## src/rtl/ts_unpack_pkg.sv

```systemverilog
package ts_unpack_pkg;
    parameter int CHANNELS        = 4;
    parameter int WORDS_PER_PKT   = 63;
    parameter int BYTES_PER_WORD  = 3;
    parameter int LAST_WORD_BYTES = 2;

    localparam int CH_W     = $clog2(CHANNELS);
    localparam int POS_W    = $clog2(WORDS_PER_PKT);
    localparam int SEQ_W    = 3;
    localparam int CODE_W   = 3;
    localparam int PAY_W    = 8 * BYTES_PER_WORD;
    localparam int NB_W     = $clog2(BYTES_PER_WORD + 1);

    // field positions of the packed word
    localparam int CODE_LSB  = 29;
    localparam int SEQ_LSB   = 26;
    localparam int START_BIT = 25;
    localparam int OVF_BIT   = 24;

    typedef struct packed {
        logic              chan_ok;
        logic [CH_W-1:0]   chan;
        logic [SEQ_W-1:0]  seq;
        logic              start;
        logic              ovf;
        logic [PAY_W-1:0]  payload;
    } word_fields_t;
endpackage

```

## src/rtl/ts_word_decode.sv

```systemverilog
module ts_word_decode
    import ts_unpack_pkg::*;
(
    input  logic [31:0]  word,
    output word_fields_t fields
);
    logic [CODE_W-1:0] code;

    always_comb begin
        code           = word[CODE_LSB +: CODE_W];
        fields.chan_ok = (code != '0) && (32'(code) <= CHANNELS);
        fields.chan    = CH_W'(code - CODE_W'(1));
        fields.seq     = word[SEQ_LSB +: SEQ_W];
        fields.start   = word[START_BIT];
        fields.ovf     = word[OVF_BIT];
        fields.payload = word[PAY_W-1:0];
    end
endmodule

```

## src/rtl/ts_chan_track.sv

```systemverilog
module ts_chan_track
    import ts_unpack_pkg::*;
(
    input  logic             clk,
    input  logic             rst,
    input  logic             hit,
    input  logic             start,
    input  logic             ovf,
    input  logic [SEQ_W-1:0] seq,
    output logic             take,
    output logic [POS_W-1:0] pos_now,
    output logic             ovf_evt,
    output logic             loss_evt
);
    localparam logic [POS_W-1:0] LAST_POS = POS_W'(WORDS_PER_PKT - 1);

    typedef struct packed {
        logic             started;
        logic [POS_W-1:0] pos;
        logic             known;
        logic [SEQ_W-1:0] seq;
        logic             ovf_evt;
        logic             loss_evt;
    } trk_t;

    trk_t st_d, st_q;

    always_comb begin
        st_d    = st_q;
        take    = hit && (start || st_q.started);
        pos_now = start ? '0 : st_q.pos;
        st_d.ovf_evt  = take && ovf;
        st_d.loss_evt = take && st_q.known && (seq != SEQ_W'(st_q.seq + SEQ_W'(1)));
        if (take) begin
            st_d.started = 1'b1;
            st_d.known   = 1'b1;
            st_d.seq     = seq;
            st_d.pos     = (pos_now == LAST_POS) ? '0 : POS_W'(pos_now + POS_W'(1));
        end
    end

    always_ff @(posedge clk) begin
        if (rst) st_q <= '0;
        else     st_q <= st_d;
    end

    assign ovf_evt  = st_q.ovf_evt;
    assign loss_evt = st_q.loss_evt;


    pos_range_chk: assert property (@(posedge clk) disable iff (rst)
        st_q.pos <= LAST_POS);


    loss_known_chk: assert property (@(posedge clk) disable iff (rst)
        st_q.loss_evt |-> $past(st_q.known));
endmodule

```

## src/rtl/ts_byte_serializer.sv

```systemverilog
module ts_byte_serializer
    import ts_unpack_pkg::*;
(
    input  logic             clk,
    input  logic             rst,
    input  logic             load,
    input  logic [PAY_W-1:0] data,
    input  logic [NB_W-1:0]  nbytes,
    input  logic [CH_W-1:0]  chan,
    input  logic             sop,
    input  logic             eop,
    output logic             busy,
    output logic             out_valid,
    input  logic             out_ready,
    output logic [7:0]       out_byte,
    output logic [CH_W-1:0]  out_chan,
    output logic             out_sop,
    output logic             out_eop
);
    typedef struct packed {
        logic [PAY_W-1:0] data;
        logic [NB_W-1:0]  rem;
        logic [CH_W-1:0]  chan;
        logic             first;
        logic             sop;
        logic             eop;
    } ser_t;

    ser_t s_d, s_q;

    always_comb begin
        s_d = s_q;
        if (load && s_q.rem == '0) begin
            s_d.data  = data;
            s_d.rem   = nbytes;
            s_d.chan  = chan;
            s_d.first = 1'b1;
            s_d.sop   = sop;
            s_d.eop   = eop;
        end else if (s_q.rem != '0 && out_ready) begin
            s_d.data  = s_q.data << 8;
            s_d.rem   = NB_W'(s_q.rem - NB_W'(1));
            s_d.first = 1'b0;
        end
    end

    always_ff @(posedge clk) begin
        if (rst) s_q <= '0;
        else     s_q <= s_d;
    end

    assign busy      = (s_q.rem != '0);
    assign out_valid = busy;
    assign out_byte  = s_q.data[PAY_W-1 -: 8];
    assign out_chan  = s_q.chan;
    assign out_sop   = s_q.first && s_q.sop;
    assign out_eop   = (s_q.rem == NB_W'(1)) && s_q.eop;


    hold_chk: assert property (@(posedge clk) disable iff (rst)
        (out_valid && !out_ready) |=>
            (out_valid && $stable(out_byte) && $stable(out_chan)
             && $stable(out_sop) && $stable(out_eop)));


    sop_eop_excl_chk: assert property (@(posedge clk) disable iff (rst)
        out_valid |-> !(out_sop && out_eop));
endmodule

```

## src/rtl/ts_word_unpacker.sv

```systemverilog
module ts_word_unpacker
    import ts_unpack_pkg::*;
(
    input  logic                clk,
    input  logic                rst,
    input  logic                in_valid,
    output logic                in_ready,
    input  logic [31:0]         in_word,
    output logic                out_valid,
    input  logic                out_ready,
    output logic [7:0]          out_byte,
    output logic [CH_W-1:0]     out_chan,
    output logic                out_sop,
    output logic                out_eop,
    output logic [CHANNELS-1:0] ovf_evt,
    output logic [CHANNELS-1:0] loss_evt
);
    localparam logic [POS_W-1:0] LAST_POS = POS_W'(WORDS_PER_PKT - 1);

    word_fields_t          f;
    logic                  accept;
    logic                  busy;
    logic [CHANNELS-1:0]   hit_vec;
    logic [CHANNELS-1:0]   take_vec;
    logic [POS_W-1:0]      pos_vec [CHANNELS];
    logic                  take;
    logic [POS_W-1:0]      pos_sel;
    logic [NB_W-1:0]       nbytes;

    ts_word_decode i_decode (
        .word   (in_word),
        .fields (f)
    );

    assign in_ready = !busy;
    assign accept   = in_valid && in_ready;

    for (genvar c = 0; c < CHANNELS; c++) begin : g_chan
        assign hit_vec[c] = accept && f.chan_ok && (f.chan == CH_W'(c));

        ts_chan_track i_track (
            .clk      (clk),
            .rst      (rst),
            .hit      (hit_vec[c]),
            .start    (f.start),
            .ovf      (f.ovf),
            .seq      (f.seq),
            .take     (take_vec[c]),
            .pos_now  (pos_vec[c]),
            .ovf_evt  (ovf_evt[c]),
            .loss_evt (loss_evt[c])
        );
    end

    always_comb begin
        take    = |take_vec;
        pos_sel = pos_vec[f.chan];
        nbytes  = (pos_sel == LAST_POS) ? NB_W'(LAST_WORD_BYTES) : NB_W'(BYTES_PER_WORD);
    end

    ts_byte_serializer i_ser (
        .clk       (clk),
        .rst       (rst),
        .load      (take),
        .data      (f.payload),
        .nbytes    (nbytes),
        .chan      (f.chan),
        .sop       (pos_sel == '0),
        .eop       (pos_sel == LAST_POS),
        .busy      (busy),
        .out_valid (out_valid),
        .out_ready (out_ready),
        .out_byte  (out_byte),
        .out_chan  (out_chan),
        .out_sop   (out_sop),
        .out_eop   (out_eop)
    );


    take_onehot_chk: assert property (@(posedge clk) disable iff (rst)
        $onehot0(take_vec));


    bad_code_drop_chk: assert property (@(posedge clk) disable iff (rst)
        (accept && !f.chan_ok) |=> (!out_valid && ovf_evt == '0 && loss_evt == '0));
endmodule

```

## config.mk

```make
export PLATFORM = sky130hd
export DESIGN_NAME = ts_word_unpacker
export DESIGN_NICKNAME = d
export VERILOG_FILES = /design/src/rtl/ts_unpack_pkg.sv /design/src/rtl/ts_word_decode.sv /design/src/rtl/ts_chan_track.sv /design/src/rtl/ts_byte_serializer.sv /design/src/rtl/ts_word_unpacker.sv
export SDC_FILE = /design/constraint.sdc
export NUM_CORES = 1
export LEC_CHECK = 0
export ABC_AREA = 1
export CAP_MARGIN = 10
export CORE_ASPECT_RATIO = 1.25
export CORE_MARGIN = 4
export CORE_UTILIZATION = 35
export CTS_CLUSTER_DIAMETER = 100
export CTS_CLUSTER_SIZE = 8
export DETAILED_ROUTE_END_ITERATION = 6
export DONT_BUFFER_PORTS = 1
export GPL_ROUTABILITY_DRIVEN = 0
export SYNTH_ARGS = -nofsm -noshare
export SYNTH_HDL_FRONTEND = slang
export SYNTH_SLANG_ARGS = --single-unit
```

## constraint.sdc

```tcl
create_clock -name clk -period 4.4 [get_ports clk]
set_clock_uncertainty 0.1 [all_clocks]
set_input_delay 0.44 -clock clk [delete_from_list [all_inputs] [get_ports clk]]
set_output_delay 0.44 -clock clk [all_outputs]
set_load 0.01 [all_outputs]
```

# == After elaboration in Yosys (flattened, before gate mapping) ==
# Cells that the tools add are included.
# W data, S select, Z words.
# op_classes
n_lt_le_gt_ge,2
add_sub_neg,10
bitwise_logic,1
eq_ne,13
muxes,16
reduce_logical,39
# ops
op,count
$mux W6,10
$mux W26,2
$eq A6 B6 Y1 const B,5
$logic_and A1 B1 Y1,27
$add A6 B1 Y6 const B,4
$add A3 B1 Y3 const B,4
$bmux W6 S2,1
$ne A3 B3 Y1,4
$logic_not A6 Y1,1
$eq A2 B1 Y1 const B,2
$eq A2 B2 Y1 const B,2
$logic_not A2 Y1,2
$logic_or A1 B1 Y1,4
$reduce_bool A2 Y1,2
$reduce_or A4 Y1,1
$sub A2 B1 Y2 const B,2
$ge A3 B3 Y1 const B,1
$le A3 B3 Y1 const B,1
$mux W1,3
$not A2 Y3,1
$reduce_bool A3 Y1,1
$logic_not A1 Y1,1
# word_totals
word_cells,107
ff_bits,79
out_inout_bits,22
input_bits,36

# == Depth between registers and ports, before layout ==
# Gate-level depths: netlist (run 1).
# logic_depth
depth_word,9
depth_mapped,15

# == Modules after synthesis ==
# A second synthesis (run 1) with hierarchy kept.
# unflattened
hier_cells,782
hier_area_um2,5193.7
# modules_own_cells
module,area_each_um2,seq_area_each_um2,instances,cells_per_inst
ts_chan_track,625.6,240.2,4,92
ts_byte_serializer,1870.5,620.6,1,259
ts_word_unpacker,560.5,0.0,1,117
ts_word_decode,260.2,0.0,1,38

# == Least setup slack after synthesis (run 1) ==
# OpenSTA, ideal clock, no wires.
# synth_timing
kind,input port to flip-flop
start,input in_word[29]
end,register i_ser.s_q (netlist bit i_ser.out_byte[0])
path_stages,14
slack_ns,2.133
required_time_ns,4.190
arrival_time_ns,2.057
path_cell_list,clkbuf_1 -> inv_1 -> buf_2 -> ha_1 -> inv_2 -> a21oi_4 -> nand4_4 -> nand2_1 -> nor2_1 -> buf_2 -> nand3_1 -> nand3_1 -> nand2_1 -> inv_1
# synth_lines
element,line_no,rtl
from (decl),ts_word_unpacker.sv:8,"input logic [31:0] in_word,"
to (signal assigned),ts_byte_serializer.sv:48,if (rst) s_q <= '0;
to (signal assigned),ts_byte_serializer.sv:49,else s_q <= s_d;
to (decl),ts_byte_serializer.sv:29,"ser_t s_d, s_q;"

# == Worst setup path in the final report (run 1) ==
# layout_timing
start,register i_ser.s_q[6] in the netlist's numbering
end,register i_ser.s_q[17] in the netlist's numbering
# layout_via
elab_chain_len,9
# layout_rtl
element,line_no,rtl
$reduce_bool A2 Y1 (*),ts_byte_serializer.sv:52,assign busy = (s_q.rem != '0);
$logic_not A1 Y1 (*),ts_word_unpacker.sv:35,assign in_ready = !busy;
via in_ready,ts_word_unpacker.sv:7,"output logic in_ready,"
$logic_and A1 B1 Y1 (*),ts_word_unpacker.sv:36,assign accept = in_valid && in_ready;
$logic_and A1 B1 Y1 (*),ts_word_unpacker.sv:39,assign hit_vec[c] = accept && f.chan_ok && (f.chan == CH_W'(c));
$logic_and A1 B1 Y1,ts_word_unpacker.sv:39,
$logic_and A1 B1 Y1,ts_chan_track.sv:30,take = hit && (start || st_q.started);
$reduce_or A4 Y1 (*),ts_word_unpacker.sv:56,take = |take_vec;
$logic_and A1 B1 Y1 (*),ts_byte_serializer.sv:33,if (load && s_q.rem == '0) begin
$mux W26 / $reduce_bool A2 Y1 (equally long branches),--,
# The timed path passes the listed nets; every way through them passes the cells marked *.
# A chain may end at the register's enable or synchronous reset.

==> impl_metrics.py, run 1 <==
metrics = {
    "detailed_routing": {
        "drt-total-wl_mm": 9.75,
        "drt-initial-drc-count": 218,
        "drtAntennaViolNets": 0,
        "wl_met1_mm": 4.15,
        "routed_via_density": 4.82,
        "drcViolationCount": 0,
        "vias": 3589,
        "maxUsedRoutingLayer": "met4",
        "wl_met2_mm": 4.73,
        "met3WireLength_um": 674,
        "post_drt_wl_per_cell_um": 13.1,
        "drt_pass1_iterations": 4,
    },
    "clocking": {
        "clockBufferDepth": 2,
        "post_cts_buffers": 0,
        "clk_latency_ns": 0.33,
        "post_cts_resized": 0,
        "cts.htree.levels": 3,
        "tritoncts": "done",
        "clock-sinks": 79,
        "cts-root-buf": "clkbuf_16",
        "path_clk_slew_ns": 0.06,
        "cts_hold_buf": 0,
        "cts_buffers": 9,
    },
    "setup_path": {
        "worstPathArrival_ns": 2.66,
        "r2r_start": "i_ser.s_q[6]",
        "cp-end-kind": "flop",
        "reg2reg_slack_ns": 1.92,
        "cp-start-kind": "flop",
        "reg2reg_depth": 12,
        "r2r_end": "i_ser.s_q[17]",
        "required_ns": 4.58,
        "criticalPathCategory": "flop to flop",
        "cp_max_fo": 31,
    },
    "run_status": {
        "status": "complete, no violations",
    },
    "logic_synthesis": {
        "synth_top_area_share_pct": 36.9,
        "synth_area_leader_cell": "dfxtp_1",
        "netlist_area_um2": 4290,
        "synth_warnings": 0,
        "synth_cells": 614,
        "synth_ff_type": "dfxtp_1",
        "yosysSeqAreaShare_pct": 36.9,
        "synthTopCellsByCount": "nand2_1, dfxtp_1, inv_1",
        "yosys.cell_types.count": 25,
        "synth_nets": 669,
        "avgSynthCellArea_um2": 6.99,
        "synth_most_common_cell": "nand2_1",
        "synth_edf_count": 0,
        "ys_ff_latch": 79,
        "async_reset_ff_share_pct": 0,
        "synth_area_leaders": "dfxtp_1, nand2_1, nand3_1",
    },
    "hold_path": {
        "min_path_type": "primary input to flop",
        "hold_start": "rst",
        "hold_end": "g_chan[2].i_track.st_q[6]",
        "hold_depth": 1,
    },
    "finish": {
        "fin_nets": 633,
        "antenna_cells": 0,
        "drive_above_1_share_pct": 4.97,
        "stdcell_area_um2": 4540,
        "nFillCells": 1237,
        "areaGrowthSynthToFinish_pct": 5.83,
        "postLayoutCoreUtil_pct": 38.5,
    },
    "global_routing": {
        "grt_usage_pct": 13.9,
        "grt_pass1_wl_mm": 15.9,
        "grt_pass1_vias": 3374,
        "antenna_found_initial": 0,
        "grt_start_max_net_pins": 45,
        "grt_overflow_total": 0,
    },
    "timing": {
        "setup_viol": 0,
        "grt_setup_unrepaired": "no",
        "max_slew_margin_pct": 34.0,
        "max_freq_mhz": 403,
        "layout_min_cycle_time_ns": 2.48,
        "fin_ws_ns": 1.92,
        "period_share_pct": 56.3,
        "holdWs_ns": 0.0699,
        "setup_tns_ns": 0,
        "tightest_slew_ns": 0.989,
        "final_max_slew_viol_count": 0,
        "hold_viol": 0,
    },
    "job": {
        "drv_cap": 0,
    },
    "floorplan": {
        "initial_core_util_pct": 36.4,
        "die_area_um2": 14100,
        "die_h_um": 132,
        "row_count": 44,
        "io_pins": 58,
        "coreArea_um2": 11800,
        "die_w_um": 107,
    },
    "placement": {
        "dpl_worst_slack_ns": 1.73,
        "placement.io_buffers": 0,
        "hpwl_mm": 6.83,
        "placed_cell_area_um2": 4230,
    },
    "power": {
        "p_leak_nw": 1.98,
        "power_density_nw_per_um2": 387,
        "ir_drop_uv": 184,
    },
}
==> placed cells by master, fill, tap and decap left out, types with 4 or more instances in the layout <==
master,synthesis,routed
xnor2_1,14,14
inv_1,71,71
nand3_1,63,63
o21ai_1,4,4
nand2_1,165,165
o21ai_0,20,20
nor4_1,4,4
xor2_1,14,14
nor3_1,9,9
ha_1,19,19
dfxtp_1,79,79
nor2_1,34,33
nand4_4,4,4
clkbuf_16,0,9
a21oi_1,56,56
inv_2,4,4
==> routing by layer <==
metal,vias to the layer above,global-route usage (%)
li1,1844,-
met1,1640,16.0
met2,87,23.5
met3,18,4.61
met4,0,5.47
met5,-,0
==> power by group <==
group	internal, mW	total [mW]	switching [mW]
Combinational	0.0646	0.205	0.140
Clock	0.495	0.785	0.291
Sequential	0.747	0.769	0.0216
==> how the worst max path moves through the flow <==
| stage | end | cells past startpoint | slack [ns] | start |
|---|---|---|---|---|
| global route | i_ser.out_byte[1] | 12 | 1.64 | i_ser.s_q[6] |
| finish | i_ser.s_q[17] | 12 | 1.92 | i_ser.s_q[6] |
| global placement | i_ser.s_q[22] | 12 | 1.83 | in_word[29] |
| detailed placement | i_ser.out_byte[1] | 12 | 1.73 | in_word[29] |
| CTS | i_ser.out_byte[1] | 12 | 1.87 | i_ser.s_q[6] |
| floorplan | i_ser.out_byte[0] | 14 | 2.13 | in_word[29] |
==> worst max-delay path, cell delays in order, from the launching register on <==
cell and delay (ns):
dfxtp_1 0.30, inv_1 0.09, ha_1 0.31, nand2_1 0.15, a21oi_4 0.28, nand4_4 0.30, nand2_1 0.22, inv_2 0.06
nand2_4 0.27, nand2_1 0.11, nand3_1 0.10, nand2_1 0.05, inv_1 0.08
==> stage by stage <==
step,cells,total power [mW]
after floorplan,614,0.973
after global placement,728,0.985
after detailed placement,728,0.991
after CTS,744,1.78
after global routing,744,1.84
final,744,1.76
==> layout make-up <==
class	count	area [um^2]	share of cell area [%]
multi-input combinational	410	2140	47.2
sequential	79	1580	34.8
inverter	76	285	6.28
clock buffer	10	229	5.04
tap	161	201	4.44
clock inverter	6	85.1	1.87
timing repair buffer	2	15.0	0.331
==> flip-flops by register name, indices dropped and copies added, names as in the netlist <==
name / flops
g_chan.i_track.loss_evt: 4
g_chan.i_track.ovf_evt: 4
g_chan.i_track.st_q: 40
i_ser.out_byte: 8
i_ser.out_chan: 2
i_ser.s_q: 21
==> cell families after synthesis <==
logic type / count (synthesis) / share of synthesized area (%)
xor+xnor: 28 / 5.72
flops: 79 / 36.9
simple gates: 282 / 28.9
buf+inv: 125 / 13.2
fa+ha+maj: 19 / 5.54
compound gates: 81 / 9.71
(Power assumes the default switching activity.)
==> inputs of run 2 (changes only) <==
- clock period: 4.4 -> 2.13 ns (I/O delays scaled with it)
==> run 2 against run 1 <==
Routed wire length increased by 5.7%; clock power increased by 100%; critical path depth decreased by 1; sequential share of layout area decreased by 3.4 points; flip-flop and latch count unchanged; fmax increased by 26%; count of clock-buffer cells in the layout increased by 2; highest routed layer unchanged; combinational power increased to 2.8 times the previous value; non-clock buffer count increased by 45; setup slack got worse by 1.8 ns; register-to-register slack got worse by 1.8 ns; largest cell class unchanged.
==> impl_metrics.py, run 2 (synthesis results as in run 1) <==
metrics = {
    "timing": {
        "hold_viol": 0,
        "grt_setup_unrepaired": "no",
        "layout_min_cycle_time_ns": 1.96,
        "fin_ws_ns": 0.171,
        "final_max_slew_viol_count": 0,
        "max_freq_mhz": 510,
        "tightest_slew_ns": 0.629,
        "max_slew_margin_pct": 58.1,
        "setup_viol": 0,
        "holdWs_ns": 0.0236,
        "period_share_pct": 92.0,
    },
    "clocking": {
        "path_clk_slew_ns": 0.06,
        "cts.htree.levels": 3,
        "cts_buffers": 9,
        "post_cts_buffers": 0,
        "clock-sinks": 79,
        "tritoncts": "done",
        "clk_latency_ns": 0.34,
        "clockBufferDepth": 2,
        "cts-root-buf": "clkbuf_16",
    },
    "detailed_routing": {
        "drt-initial-drc-count": 190,
        "drcViolationCount": 0,
        "drtAntennaViolNets": 0,
        "drt-total-wl_mm": 10.3,
        "drt_pass1_iterations": 4,
        "routed_via_density": 4.71,
        "vias": 3723,
        "post_drt_wl_per_cell_um": 13.0,
    },
    "global_routing": {
        "grt_overflow_total": 0,
        "grt_start_max_net_pins": 44,
        "grt_usage_pct": 14.3,
        "antenna_found_initial": 0,
        "grt_pass1_wl_mm": 16.5,
        "grt_pass1_vias": 3525,
    },
    "floorplan": {
        "die_w_um": 107,
        "row_count": 44,
        "coreArea_um2": 11800,
        "initial_core_util_pct": 36.4,
        "io_pins": 58,
        "die_h_um": 132,
        "die_area_um2": 14100,
    },
    "hold_path": {
        "min_path_type": "primary input to flop",
        "hold_start": "in_word[8]",
    },
    "setup_path": {
        "required_ns": 2.29,
        "cp-startpoint": "i_ser.s_q[5]",
        "cp-start-kind": "flop",
        "cp_max_fo": 16,
        "criticalPathCategory": "flop to flop",
        "worstPathArrival_ns": 2.12,
        "r2r_start": "i_ser.s_q[5]",
        "cp-end-kind": "flop",
    },
    "run_status": {
        "status": "complete, no violations",
    },
    "finish": {
        "areaGrowthSynthToFinish_pct": 17.1,
        "nFillCells": 1216,
        "drive_above_1_share_pct": 8.89,
        "layout_commonest_cell": "nand2_1",
        "fin_nets": 680,
        "antenna_cells": 0,
        "regMostFlops": "g_chan.i_track.st_q",
        "largest_register_ffs": 40,
        "final_cell_mix": "nand2_1, dfxtp_1, inv_1, nand3_1, a21oi_1",
    },
    "power": {
        "p_leak_nw": 2.20,
        "ir_drop_uv": 335,
        "power_density_nw_per_um2": 744,
    },
    "placement": {
        "dpl_worst_slack_ns": -0.281,
        "placement.io_buffers": 0,
        "hpwl_mm": 6.84,
    },
    "job": {
        "drv_cap": 0,
    },
}
[run 2: final timing paths]
| check | endpoint | slack, ns | cells after the start |
|---|---|---|---|
| worst min register to register | g_chan[1].i_track.st_q[3] | 0.35 | 2 |
| worst max-delay path | i_ser.s_q[10] | 0.17 | 11 |
| worst min-delay path | i_ser.s_q[15] | 0.02 | 4 |
| worst max register to register | i_ser.s_q[10] | 0.17 | 11 |
[run 2: metal layers]
| layer | vias to the layer above | track usage, % | share of wire [%] |
|---|---|---|---|
| met5 | - | 0 | 0 |
| met2 | 66 | 24.9 | 49 |
| li1 | 1944 | - | - |
| met3 | 14 | 3.72 | 4.8 |
| met1 | 1699 | 16.6 | 45 |
| met4 | 0 | 5.69 | 1.7 |
[run 2: final cells by class]
| class | count | area (um^2) | share of cell area [%] |
|---|---|---|---|
| Clock buffer | 12 | 256 | 5.10 |
| Clock inverter | 4 | 52.6 | 1.05 |
| Inverter | 76 | 285 | 5.68 |
| Multi-Input combinational cell | 412 | 2210 | 44.0 |
| Sequential cell | 79 | 1580 | 31.5 |
| Tap cell | 161 | 201 | 4.01 |
| Timing Repair Buffer | 47 | 435 | 8.66 |
[run 2: worst max-delay path, cell delays in order, from the launching register on]
cell and delay (ns):
dfxtp_1 0.31, inv_1 0.08, ha_2 0.19, nand2_2 0.06
a21oi_4 0.26, nand4_4 0.14, nand2_4 0.13, buf_4 0.11
inv_2 0.08, nand2_8 0.15, nand2_1 0.09, a21oi_1 0.16
[run 2: repair_timing]
action	CTS	global route
hold endpoints to repair	75	0
resized for setup	2	11
hold buffers	29	0
pin swaps	0	2
cloned	0	2
endpoints found under the setup margin	28	52
[run 2: per-stage QoR]
step           setup TNS (ns)  instance area, um^2  total power, mW  util, %  instances
6_report                    0                 5030             3.74     42.7        791
3_5_place_dp            -5.64                 4350             2.10     36.9        744
2_1_floorplan               0                 4290             2.01        -        614
4_1_cts                     0                 4970             3.77     42.2        789
5_1_grt                     0                 5030             3.89     42.7        791
3_3_place_gp            -3.48                 4350             2.09     36.9        744
[run 2: where the power goes]
group / internal [mW] / switching [mW]
sequential: 1.54 / 0.0423
clock: 0.976 / 0.610
combinational: 0.226 / 0.340
==> inputs of run 3 (changes only) <==
- CORE_UTILIZATION: 35 -> 57
- PLACE_DENSITY: not set -> 0.75
==> run 3 against run 2 <==
Count of clock-buffer cells in the layout shrank 3; critical path depth grew 1; via count is 1.2% higher; die area shrank 36%; non-clock buffer count shrank 4; combinational power down 7.6%; fmax grew 4.5%; sequential share of layout area rose by 1.9 points; global-route usage increased by 7.4 points; first-iteration DRC count shrank 1.6%; register-to-register slack better by 0.08 ns.
==> impl_metrics.py, run 3 (synthesis results as in run 1) <==
metrics = {
    "setup_path": {
        "crit_path_frequent_cell": "nand2_1",
        "crit_family": "simple AND/OR/NAND/NOR gates",
        "cpPeakStageDelay_ns": 0.33,
        "crit_path_top_delay_cell": "dfxtp_1",
        "cp-start-kind": "flop",
        "criticalPathCategory": "flop to flop",
        "cp_max_fo": 31,
        "path_cells": "inv_1 -> ha_1 -> nand2_1 -> a21oi_4 -> nand4_4 -> nand2_1 -> inv_2 -> nand2_8 -> nand2_1 -> nand3_1 -> nand2_1 -> inv_1",
        "cp-end-kind": "flop",
        "path_buf_inv": 3,
        "worstPathArrival_ns": 2.07,
        "required_ns": 2.33,
    },
    "clocking": {
        "cts.htree.levels": 3,
        "tritoncts": "done",
        "path_clk_slew_ns": 0.08,
        "clk_latency_ns": 0.35,
        "cts-root-buf": "clkbuf_8",
        "cts_buffers": 9,
        "clock-sinks": 79,
        "post_cts_buffers": 0,
        "clockBufferDepth": 2,
    },
    "placement": {
        "place_inst": 670,
        "hpwl_mm": 6.22,
        "dpl_worst_slack_ns": 0.123,
        "placement.io_buffers": 0,
    },
    "floorplan": {
        "die_h_um": 105,
        "initial_core_util_pct": 58.3,
        "coreArea_um2": 7360,
        "die_w_um": 85.6,
        "io_pins": 58,
        "row_count": 35,
        "die_area_um2": 8990,
    },
    "global_routing": {
        "grt_pass1_wl_mm": 16.0,
        "grt_start_max_net_pins": 44,
        "grt_overflow_total": 0,
        "grt_pass1_vias": 3581,
        "antenna_found_initial": 0,
        "grt_usage_pct": 21.8,
    },
    "finish": {
        "antenna_cells": 0,
        "drive_above_1_share_pct": 6.74,
        "areaGrowthSynthToFinish_pct": 10.6,
        "nFillCells": 617,
        "largest_register_ffs": 40,
        "layout_commonest_cell": "nand2_1",
        "regMostFlops": "g_chan.i_track.st_q",
        "seq_area_um2": 1580,
        "multi_input_area_um2": 2150,
        "final_cell_mix": "nand2_1, dfxtp_1, inv_1, nand3_1, a21oi_1",
        "layoutNonFillerInstCount": 715,
        "fin_nets": 674,
    },
    "timing": {
        "max_slew_margin_pct": 69.4,
        "holdWs_ns": 0.0554,
        "fin_ws_ns": 0.255,
        "max_freq_mhz": 533,
        "hold_viol": 0,
        "final_max_slew_viol_count": 0,
        "setup_tns_ns": 0,
        "period_share_pct": 88.0,
        "tightest_slew_ns": 0.458,
        "setup_viol": 0,
        "grt_setup_unrepaired": "no",
        "layout_min_cycle_time_ns": 1.87,
    },
    "detailed_routing": {
        "drtAntennaViolNets": 0,
        "drcViolationCount": 0,
        "drt-initial-drc-count": 187,
        "drt_pass1_iterations": 4,
        "post_drt_wl_per_cell_um": 13.1,
        "drt-total-wl_mm": 9.39,
        "routed_via_density": 5.27,
        "vias": 3767,
    },
    "power": {
        "p_leak_nw": 2.12,
        "ir_drop_uv": 483,
        "power_density_nw_per_um2": 671,
    },
    "run_status": {
        "status": "complete, no violations",
    },
    "job": {
        "drv_cap": 0,
    },
    "hold_path": {
        "min_path_type": "primary input to flop",
    },
}
[run 3: cell count changes in the layout (fill, tap and decap cells not counted), moves of 2 or more]
cell	delta
nand2_1	+3
nand2_4	-2
clkinv_2	+2
clkbuf_16	-9
clkbuf_8	+7
nor2_2	-3
buf_4	-6
nor2_1	+3
[run 3: worst paths after layout]
path | slack, ns | depth (start not counted) | from | endpoint
worst max-delay path | 0.26 | 12 | i_ser.s_q[5] | i_ser.out_byte[2]
worst min-delay path | 0.06 | 3 | in_word[28] | g_chan[3].i_track.loss_evt
worst max register to register | 0.26 | 12 | i_ser.s_q[5] | i_ser.out_byte[2]
worst min register to register | 0.35 | 2 | g_chan[0].i_track.st_q[3] | g_chan[0].i_track.st_q[3]
[run 3: metrics by stage]
step                      area (um^2)  power (mW)  util [%]
final                            4740        3.18      64.5
after global routing             4740        3.35      64.5
after CTS                        4730        3.21      64.3
after detailed placement         4240        2.07      57.6
after global placement           4240        2.06      57.6
after floorplan                  4290        2.01         -
[run 3: repair_timing]
item                                   4_1_cts  5_1_grt
endpoints found under the hold margin       75        0
setup endpoints to repair                    0       23
hold buffers                                30        0
gates resized for setup                      0        2
[run 3: per-layer routing]
metal / GRT usage (%) / part of all wire (%) / vias up
met3: 4.65 / 5.2 / 24
met4: 10.1 / 2.8 / 0
met2: 38.0 / 50 / 102
li1: - / - / 1927
met5: 0 / 0 / -
met1: 25.0 / 42 / 1714
[run 3: layout make-up]
cell class | instances | area share [%]
Clock inverter | 6 | 1.32
Sequential cell | 79 | 33.3
Clock buffer | 9 | 2.61
Timing Repair Buffer | 43 | 8.86
Tap cell | 92 | 2.43
Multi-Input combinational cell | 410 | 45.4
Inverter | 76 | 6.01
[run 3: power breakdown]
group | internal, mW | switching [mW]
logic | 0.203 | 0.320
clock network | 0.532 | 0.541
registers | 1.54 | 0.0447
[run 3: tightest hold or removal path, delay by kind of cell]
kind / cells / cell delay (ns)
and+or+nand+nor: 2 / 0.20
xor gates and xnor gates: 1 / 0.05
